`config.mk`:
```
export PLATFORM = sky130hd
export DESIGN_NAME = wrq_sched
export DESIGN_NICKNAME = d
export VERILOG_FILES = /design/src/rtl/wrq_pkg.sv /design/src/rtl/wrq_mask_decode.sv /design/src/rtl/wrq_lowest.sv /design/src/rtl/wrq_round_ctrl.sv /design/src/rtl/wrq_sched.sv
export SDC_FILE = /design/constraint.sdc
export NUM_CORES = 1
export LEC_CHECK = 0
export BUFFER_PORTS_ARGS = -buffer_cell sky130_fd_sc_hd__buf_4
export CORE_MARGIN = 2
export CORE_UTILIZATION = 60
export DETAILED_ROUTE_END_ITERATION = 6
export GPL_TIMING_DRIVEN = 0
export HOLD_SLACK_MARGIN = 0.1
export PLACE_DENSITY = 0.82
export SETUP_SLACK_MARGIN = 0.02
export SYNTH_ARGS = -nofsm -noshare
export SYNTH_HDL_FRONTEND = slang
export SYNTH_SLANG_ARGS = --single-unit
```
`constraint.sdc`:
```
create_clock -name clk -period 9.4 [get_ports clk]
set_input_delay 2.35 -clock clk [delete_from_list [all_inputs] [get_ports clk]]
set_output_delay 2.35 -clock clk [all_outputs]
set_load 0.02 [all_outputs]
```
`src/rtl/wrq_pkg.sv`:
```
// Package: shared constants and the priority-level to round-mask decode.
// Assumes eight rounds; every mask is one bit per round.
package wrq_pkg;
    localparam int ROUNDS = 8;
    localparam int LVLW   = 4;
    localparam int RW     = $clog2(ROUNDS);

    typedef logic [ROUNDS-1:0] rmask_t;

    // Spread the set bits of each level so that turns do not bunch up.
    function automatic rmask_t level_to_mask(input logic [LVLW-1:0] lv);
        rmask_t m;
        case (lv)
            4'd0:    m = 8'h00;
            4'd1:    m = 8'h01;
            4'd2:    m = 8'h11;
            4'd3:    m = 8'h49;
            4'd4:    m = 8'h55;
            4'd5:    m = 8'h57;
            4'd6:    m = 8'h77;
            4'd7:    m = 8'h7F;
            default: m = 8'hFF;
        endcase
        return m;
    endfunction
endpackage

```
`src/rtl/wrq_mask_decode.sv`:
```
// Module: turns the packed per-queue levels into per-queue round masks.
// Purely combinational; assumes LVLW-bit levels packed queue 0 lowest.
module wrq_mask_decode
    import wrq_pkg::*;
#(
    parameter int NQ = 8
) (
    input  logic [NQ*LVLW-1:0]       lvl_flat,
    output rmask_t [NQ-1:0]          mask
);
    for (genvar i = 0; i < NQ; i++) begin : g_dec
        // Decode the level of queue i.
        always_comb mask[i] = level_to_mask(lvl_flat[i*LVLW +: LVLW]);
    end
endmodule

```
`src/rtl/wrq_lowest.sv`:
```
// Module: lowest-index request picker, one-hot and binary outputs.
// Assumes N >= 2; outputs zero when no request is set.
module wrq_lowest #(
    parameter int N  = 8,
    localparam int IW = $clog2(N)
) (
    input  logic [N-1:0]  req,
    output logic [N-1:0]  onehot,
    output logic [IW-1:0] idx,
    output logic          any
);
    // Scan from the top so the lowest set bit is the one kept.
    always_comb begin
        idx = '0;
        for (int k = N - 1; k >= 0; k--) begin
            if (req[k]) idx = IW'(k);
        end
        any    = |req;
        onehot = any ? (N'(1) << idx) : '0;
    end
endmodule

```
`src/rtl/wrq_round_ctrl.sv`:
```
// Module: holds the round number, the in-round position and the masks
// captured at the last round boundary.
// Assumes adv and take are never both set (top guarantees it).
module wrq_round_ctrl
    import wrq_pkg::*;
#(
    parameter int NQ = 8,
    localparam int IW = $clog2(NQ)
) (
    input  logic               clk,
    input  logic               rst_n,
    input  logic               adv,
    input  logic               take,
    input  logic [IW-1:0]      take_idx,
    input  rmask_t [NQ-1:0]    mask_new,
    output logic [RW-1:0]      round,
    output logic [IW-1:0]      ptr,
    output logic               ptr_vld,
    output rmask_t [NQ-1:0]    mask_cur
);
    logic [RW-1:0] round_nx;

    // Next round number, wrapping after the last round.
    always_comb round_nx = (round == RW'(ROUNDS - 1)) ? '0 : round + 1'b1;

    // Round, position and mask capture registers.
    always_ff @(posedge clk) begin
        if (!rst_n) begin
            round    <= RW'(ROUNDS - 1);
            ptr      <= '0;
            ptr_vld  <= 1'b0;
            mask_cur <= '0;
        end else if (adv) begin
            round    <= round_nx;
            ptr      <= '0;
            ptr_vld  <= 1'b0;
            mask_cur <= mask_new;
        end else if (take) begin
            ptr      <= take_idx;
            ptr_vld  <= 1'b1;
        end
    end


    round_step_chk: assert property (@(posedge clk) disable iff (!rst_n)
        adv |=> (round == (($past(round) == RW'(ROUNDS - 1)) ? '0 : $past(round) + 1'b1)) && !ptr_vld);


    hold_state_chk: assert property (@(posedge clk) disable iff (!rst_n)
        (!adv && !take) |=> $stable(round) && $stable(ptr_vld) && $stable(ptr));


    ptr_track_chk: assert property (@(posedge clk) disable iff (!rst_n)
        take |=> ptr_vld && (ptr == $past(take_idx)) && $stable(round));


    ascend_chk: assert property (@(posedge clk) disable iff (!rst_n)
        (take && ptr_vld) |-> (take_idx > ptr));
endmodule

```
`src/rtl/wrq_sched.sv`:
```
// Module: top of the weighted round queue scheduler.
// Strict queues (below sp_count) win first, lowest index; otherwise
// weighted queues eligible in the current round are served in ascending
// order once each. An idle cycle moves to the next round.
// Assumes the consumer acknowledges in the same cycle it sees the grant.
module wrq_sched
    import wrq_pkg::*;
#(
    parameter int NQ = 8,
    localparam int IW = $clog2(NQ),
    localparam int CW = $clog2(NQ + 1)
) (
    input  logic               clk,
    input  logic               rst_n,
    input  logic [NQ-1:0]      q_valid,
    input  logic [NQ*LVLW-1:0] q_level,
    input  logic [CW-1:0]      q_count,
    input  logic [CW-1:0]      sp_count,
    input  logic               grant_ack,
    output logic [NQ-1:0]      grant,
    output logic [IW-1:0]      grant_idx
);
    rmask_t [NQ-1:0] mask_new;
    rmask_t [NQ-1:0] mask_cur;
    logic [RW-1:0]   round;
    logic [IW-1:0]   ptr;
    logic            ptr_vld;
    logic [NQ-1:0]   sp_req, w_req, sp_oh, w_oh;
    logic [IW-1:0]   sp_idx, w_idx;
    logic            sp_any, w_any, gnt_any, adv, take;

    wrq_mask_decode #(.NQ(NQ)) u_dec (
        .lvl_flat (q_level),
        .mask     (mask_new)
    );

    for (genvar i = 0; i < NQ; i++) begin : g_req
        // Strict request: inside the strict group and inside the port.
        always_comb sp_req[i] = q_valid[i] && (CW'(i) < sp_count) && (CW'(i) < q_count);
        // Weighted request: enabled this round and not yet passed in it.
        always_comb w_req[i]  = q_valid[i] && (CW'(i) >= sp_count) && (CW'(i) < q_count)
                              && mask_cur[i][round] && (!ptr_vld || (IW'(i) > ptr));
    end

    wrq_lowest #(.N(NQ)) u_sp (
        .req (sp_req), .onehot (sp_oh), .idx (sp_idx), .any (sp_any)
    );

    wrq_lowest #(.N(NQ)) u_w (
        .req (w_req), .onehot (w_oh), .idx (w_idx), .any (w_any)
    );

    // Strict group takes precedence over the weighted pick.
    always_comb begin
        grant     = sp_any ? sp_oh  : w_oh;
        grant_idx = sp_any ? sp_idx : w_idx;
        gnt_any   = sp_any | w_any;
        adv       = !gnt_any;
        take      = !sp_any && w_any && grant_ack;
    end

    wrq_round_ctrl #(.NQ(NQ)) u_ctrl (
        .clk      (clk),
        .rst_n    (rst_n),
        .adv      (adv),
        .take     (take),
        .take_idx (w_idx),
        .mask_new (mask_new),
        .round    (round),
        .ptr      (ptr),
        .ptr_vld  (ptr_vld),
        .mask_cur (mask_cur)
    );


    idx_match_chk: assert property (@(posedge clk) disable iff (!rst_n)
        $onehot0(grant) && ((grant == '0) ? (grant_idx == '0) : grant[grant_idx]));


    in_port_chk: assert property (@(posedge clk) disable iff (!rst_n)
        (grant != '0) |-> (CW'(grant_idx) < q_count));


    strict_first_chk: assert property (@(posedge clk) disable iff (!rst_n)
        (|sp_req) |-> ((grant != '0) && (CW'(grant_idx) < sp_count) && sp_req[grant_idx]));
endmodule

```
==> metrics.md, run 1 <==
| Metric | Value |
|---|---|
| Yosys cell types | `57` |
| Synth area leader | `dfxtp_1` |
| Routability cong. | `0.947` |
| Row cnt | `29` |
| Endpoints failing setup | `0` |
| Top_reg_cell synth | `dfxtp_1` |
| Finished Cell Area | `4670 um^2` |
| Post-route ant nets | `0` |
| Worst r2r src | `u_ctrl.round[0]` |
| Clock root cell | `clkbuf_8` |
| Gr ovfl total | `0` |
| Worst skew pair latency | `350 ps` |
| H-tree levels | `3` |
| Setup CP Type | `in -> out` |
| Fin Clk Skew | `14.0 ps` |
| Max Fclk | `0.137 GHz` |
| Hold Path Depth | `2` |
| Critical Path Max Stage Delay | `880 ps` |
| R2R depth | `9` |
| Gr usage total | `33.3%` |
| Fillers | `543` |
| Post-synth ARST share | `0%` |
| PortBufs | `55` |
| Reg-to-Reg End | `u_ctrl.mask_cur[12]` |
| Most frequent cells in the layout | `dfxtp_1 (71), nor2_1 (64), buf_4 (58), nor3_1 (51), nand2_1 (41)` |
| Mapped Nets | `535` |
| CTS resizes | `0` |
| Setup WS pre-CTS | `2120 ps` |
| Top delay family on crit path | `compound AO/OA/AOI/OAI gates` |
| Most common cell after layout, fill and taps aside | `dfxtp_1` |
| Pin count of the biggest net entering global routing | `13` |
| Syn-to-layout area delta | `17.2%` |
| CTS tree | `built` |
| R2r setup slk | `6060 ps` |
| Area of the multi-input gates | `2350 um^2` |
| Synth top area share | `35.7%` |
| Initial antenna violation count | `0` |
| Maximum VDD drop | `0.115 mV` |
| Power density cells | `151 nW/um^2` |
| Syn. warnings | `0` |
| Hold path endpoint | `u_ctrl.mask_cur[23]` |
| Vias in the first global route | `3774` |
| Max Cap Viol | `0` |
| Via count of the routed design | `4100` |
| Top post-synthesis cells by area | `dfxtp_1 (36%), nor3_1 (6.4%), nor2_1 (6.0%), mux2i_1 (5.5%), nand2_1 (3.9%)` |
| Die area | `7310 um^2` |
| Clock tree sinks | `71` |
| Register area | `1420 um^2` |
| Worst-path clk slew | `70 ps` |
| First-pass GRT wire length | `18900 um` |
| Critical-path cell list | `clkbuf_1, a211oi_2, o211ai_1, a2111oi_1, nor2_1, a211oi_2, nand2_1, o21ai_0, buf_4` |
| Worst-margin pin slew | `959 ps` |
| Share of cells above drive strength 1 | `19.5%` |
| Period Utilization, post-route | `77.6%` |
| Seq/Total Area, Yosys | `35.7%` |
| DP Wirelength | `8450 um` |
| Post-layout min period | `7290 ps` |
| Mapped Cells | `482` |
| Drt pass-1 iters | `5` |
| Synthesized area | `3990 um^2` |
| Post-CTS Setup Bufs | `0` |
| Via/cell ratio | `6.51` |
| ANT cells | `0` |
| Die height | `85.5 um` |
| Unrepaired setup endpoints after global routing | `false` |
| Longest Clk Path Bufs | `2` |
| Hold Slack | `450 ps` |
| Worst setup margin | `2110 ps` |
| CTS Buf Count | `9` |
| CP required | `7050 ps` |
| Post-Route WL | `11800 um` |
| Ports | `62` |
| Min-delay worst type | `reg -> reg` |
| Core footprint | `6390 um^2` |
| Final Hold Fails | `0` |
| Synth Area per Inst | `8.27 um^2` |
| Die X | `85.5 um` |
| Leak Pwr | `1.78 nW` |
| Status | `completed` |
| Critical Path Slowest Stage Cell | `a2111oi_1` |
| Crit path top cell by count | `a211oi_2` |
| Iteration-0 DRC Markers | `356` |
| DR DRC count | `0` |
| CP Launch Type | `input pin` |
| CP bufs+invs | `2` |
| CP Data Arrival Time | `4940 ps` |
| Post-CTS Hold Buffers | `0` |
| Register bit total from synthesis | `71` |
| Maximum fanout along the worst path | `8` |
| Critical path depth in cells | `9` |
| Fin Setup TNS | `0 ps` |
| Slew HR | `35.9%` |
| Setup crit end kind | `output port` |
| Nets | `601` |
| Max-slew violation count | `0` |
| Post-synth EDFFs | `0` |
| Wire per inst | `18.7 um` |
| Initial Utilization | `62.4%` |
| Origin of the worst min-delay path | `u_ctrl.mask_cur[23]` |
| Area post-placement | `4490 um^2` |
[stage by stage]
stage               std cells  utilization [%]  power [mW]
global route              630             73.1       0.730
floorplan                 482                -       0.427
CTS                       630             73.1       0.701
finish                    630             73.1       0.704
global placement          614             70.4       0.480
detailed placement        614             70.4       0.484
[flip-flops by register name (all words and copies together) (netlist names)]
register         count
u_ctrl.ptr_vld       1
u_ctrl.round         3
u_ctrl.mask_cur     64
u_ctrl.ptr           3
[kinds of logic (layout without fill, tap and decap cells)]
kind of cell	after synthesis	after routing	share of synthesized area [%]
AND/OR/NAND/NOR	207	207	25.9
AO/OA/AOI/OAI	128	128	23.7
flip-flops	71	71	35.7
buffers and inverters	46	117	5.43
multiplexers	28	28	8.63
adder cells (fa/ha/maj)	2	2	0.628
[area by class of cell]
| class | count | share of cell area (%) |
|---|---|---|
| well taps | 77 | 2.06 |
| repair buffers | 55 | 8.84 |
| plain buffers | 35 | 3.75 |
| clock inverters | 5 | 0.723 |
| flip-flops and latches | 71 | 30.4 |
| inverters | 11 | 0.884 |
| clock buffers | 11 | 3.03 |
| multi-input cells | 365 | 50.3 |
[routing by layer]
| layer | wire length (um) | share of wire [%] | GRT usage [%] | vias up |
|---|---|---|---|---|
| met5 | 0 | 0 | 0 | - |
| met4 | 293 | 2.5 | 14.3 | 0 |
| met3 | 995 | 8.5 | 3.56 | 28 |
| met2 | 5530 | 47 | 54.8 | 212 |
| met1 | 4950 | 42 | 44.5 | 1927 |
| li1 | - | - | - | 1933 |
[synthesized netlist by cell type (4+ instances only)]
| library cell | instances |
|---|---|
| dfxtp_1 | 71 |
| nor2_1 | 64 |
| nor3_1 | 51 |
| nand2_1 | 41 |
| a21oi_1 | 27 |
| mux2i_1 | 22 |
| a211oi_1 | 20 |
| buf_2 | 14 |
| clkbuf_1 | 14 |
| o21ai_0 | 14 |
| a2111oi_0 | 11 |
| inv_1 | 11 |
| nand2b_1 | 9 |
| o41ai_1 | 8 |
| nand3_1 | 7 |
| a311oi_1 | 6 |
| o21a_1 | 6 |
| a22o_1 | 5 |
| mux4_2 | 5 |
| nor2b_1 | 5 |
| and2_1 | 4 |
| o211ai_1 | 4 |
| or3_1 | 4 |
[how the worst max path moves through the flow]
stage | startpoint | to | slack (ps)
floorplan | sp_count[2] | grant[7] | 2450
global placement | sp_count[2] | grant[7] | 2180
detailed placement | sp_count[2] | grant[6] | 2120
CTS | sp_count[2] | grant[6] | 2110
global route | sp_count[2] | grant[7] | 1750
finish | sp_count[2] | grant[7] | 2110
[worst min-delay path: stages, from the launching register on]
cell	delay, ps
dfxtp_1	310
nand2_1	50
a21oi_1	50
[where the power goes]
group | internal [mW] | switching, mW | total, mW | leakage, nW
clock network | 0.103 | 0.120 | 0.223 | 0.0853
logic | 0.0611 | 0.0894 | 0.151 | 1.12
registers | 0.319 | 0.0110 | 0.330 | 0.577
total | 0.483 | 0.221 | 0.704 | 1.78
(Power assumes the default switching activity.)
==> run 2, diff against run 1 <==
CORE_UTILIZATION = 51   (was 60)
PLACE_DENSITY = 0.74   (was 0.82)
clock period = 6.3 ns   (was 9.4 ns; I/O delays follow)
==> metrics.md, run 2 (synthesized netlist as in run 1, its figures left out) <==
| Metric | Value |
|---|---|
| Status | `completed` |
| Critical-path cell list | `clkbuf_1, a211oi_2, o211ai_1, a2111oi_1, nor2_1, a211oi_2, nand2_1, o21ai_0, buf_4` |
| Maximum fanout along the worst path | `8 (unchanged)` |
| Post-CTS Setup Bufs | `0 (unchanged)` |
| DP Wirelength | `8480 um (+0.35%)` |
| Dpl cells | `639 (+4.1%)` |
| Power density cells | `222 nW/um^2 (+47%)` |
| Post-layout min period | `5740 ps` |
| Endpoints failing setup | `0 (unchanged)` |
| Wire per inst | `17.6 um (-5.7%)` |
| Post-Route WL | `11500 um (-2.0%)` |
| First-pass GRT wire length | `18900 um (-0.26%)` |
| Max Fclk | `0.174 GHz` |
| Hold Slack | `457 ps (+6.99 ps)` |
| Nets | `601 (unchanged)` |
| Final Hold Fails | `0 (unchanged)` |
| Period Utilization, post-route | `91.1%` |
| Finished Layout Cells | `655 (+4.0%)` |
| Share of cells above drive strength 1 | `19.7% (+0.18 points)` |
| Longest Clk Path Bufs | `2 (unchanged)` |
| Top Registers | `u_ctrl.mask_cur (64), u_ctrl.ptr (3), u_ctrl.round (3)` |
| Max Cap Viol | `0 (unchanged)` |
| CTS Buf Count | `9 (unchanged)` |
| Initial antenna violation count | `0 (unchanged)` |
| Ports | `62 (unchanged)` |
| Crit path top cell by count | `a211oi_2` |
| Worst-margin pin slew | `955 ps (-4.43 ps)` |
| Max-slew violation count | `0 (unchanged)` |
| Register area | `1420 um^2 (unchanged)` |
| Setup crit end kind | `output port` |
| Top delay family on crit path | `compound AO/OA/AOI/OAI gates` |
| Area of the multi-input gates | `2350 um^2 (unchanged)` |
| Critical Path Slowest Stage Cell | `a2111oi_1` |
| Most common cell after layout, fill and taps aside | `dfxtp_1` |
| CP Data Arrival Time | `4170 ps (-770 ps)` |
| CP bufs+invs | `2 (unchanged)` |
| Worst skew pair latency | `360 ps (about the same)` |
| Fillers | `712 (+31%)` |
| Post-CTS Hold Buffers | `0 (unchanged)` |
| PortBufs | `55 (unchanged)` |
| Syn-to-layout area delta | `17.9%` |
| Area post-placement | `4530 um^2 (+0.70%)` |
| CTS resizes | `0 (unchanged)` |
| CP Launch Type | `input pin` |
| Fin Clk Skew | `13.7 ps (-0.268 ps)` |
| Most frequent cells in the layout | `dfxtp_1 (71), nor2_1 (64), buf_4 (58), nor3_1 (51), nand2_1 (41)` |
| CP required | `4720 ps (-2330 ps)` |
| Gr usage total | `28.1% (-5.1 points)` |
| Worst-path clk slew | `80 ps (about the same)` |
| Slew HR | `36.2% (+0.30 points)` |
| Fin Setup TNS | `0 ps (unchanged)` |
| Critical Path Max Stage Delay | `880 ps (about the same)` |
| Row cnt | `32 (+10%)` |
| Die area | `8540 um^2 (+17%)` |
| Largest register FFs | `64 (unchanged)` |
| Min-delay worst type | `reg -> reg` |
| Drt pass-1 iters | `5 (unchanged)` |
| Pin count of the biggest net entering global routing | `14 (+1)` |
| Routability cong. | `0.903 (-4.7%)` |
| Die X | `92.4 um (+8.1%)` |
| CTS tree | `built` |
| Via count of the routed design | `4037 (-1.5%)` |
| Finished Cell Area | `4700 um^2 (+0.64%)` |
| Post-route ant nets | `0 (unchanged)` |
| Clock tree sinks | `71 (unchanged)` |
| Vias in the first global route | `3883 (+2.9%)` |
| Most flops, register | `u_ctrl.mask_cur` |
| Clock root cell | `clkbuf_8` |
| Leak Pwr | `1.78 nW (-0.23%)` |
| Core footprint | `7650 um^2 (+20%)` |
| Initial Utilization | `52.1% (-10 points)` |
| Via/cell ratio | `6.16 (-5.3%)` |
| Setup CP Type | `in -> out` |
| ANT cells | `0 (unchanged)` |
| DR DRC count | `0 (unchanged)` |
| Maximum VDD drop | `0.154 mV (+34%)` |
| Unrepaired setup endpoints after global routing | `false` |
| Gr ovfl total | `0 (unchanged)` |
| Die height | `92.4 um (+8.1%)` |
| Iteration-0 DRC Markers | `320 (-10%)` |
| H-tree levels | `3 (unchanged)` |
-- run 2: cell types whose count changed in the layout (fill, tap and decap cells not counted), sizes merged --
| cell | previous run | this run |
|---|---|---|
| clkbuf | 25 | 23 |
| clkinv | 3 | 4 |
| clkinvlp | 2 | 3 |
-- run 2: per-layer routing --
metal | up-vias | GRT usage (%) | share of wire, %
met5 | - | 0 | 0
met3 | 28 | 5.37 | 6.5
met1 | 1909 | 34.8 | 44
met4 | 0 | 11.7 | 2.9
met2 | 164 | 48.0 | 47
li1 | 1936 | - | -
-- run 2: through the flow --
step	utilization [%]	setup WS (ps)	total power [mW]
6_report	61.5	560	1.04
5_1_grt	61.5	363	1.09
4_1_cts	61.5	527	1.04
3_5_place_dp	59.2	532	0.722
3_3_place_gp	59.2	641	0.717
2_1_floorplan	-	899	0.637
-- run 2: area by class of cell --
type / instances / area share (%)
multi-input cells: 365 / 49.9
flip-flops and latches: 71 / 30.2
repair buffers: 55 / 8.79
plain buffers: 35 / 3.73
well taps: 102 / 2.72
clock buffers: 9 / 2.64
clock inverters: 7 / 1.06
inverters: 11 / 0.879
-- run 2: power breakdown --
group	total [mW]	internal, mW	switching, mW	leakage, nW
Sequential	0.492	0.477	0.0158	0.577
Combinational	0.223	0.0911	0.132	1.12
Clock	0.326	0.142	0.184	0.0812
Total	1.04	0.710	0.331	1.78
-- run 2: worst register-to-register path: stages, from the launching register on --
cell and delay (ps):
dfxtp_1 480, buf_4 250, nor2b_1 420, a22oi_1 220, and4_4 240, nor4_4 460
nand3_2 350, buf_2 320, a2111oi_0 520, nor3_1 80
-- run 2: worst paths after layout --
kind | start | end | slack, ps | cells after the start
worst min register to register | u_ctrl.mask_cur[15] | u_ctrl.mask_cur[15] | 460 | 2
worst min-delay path | u_ctrl.mask_cur[15] | u_ctrl.mask_cur[15] | 460 | 2
worst max-delay path | sp_count[2] | grant[7] | 560 | 9
worst max register to register | u_ctrl.round[0] | u_ctrl.mask_cur[20] | 2840 | 9
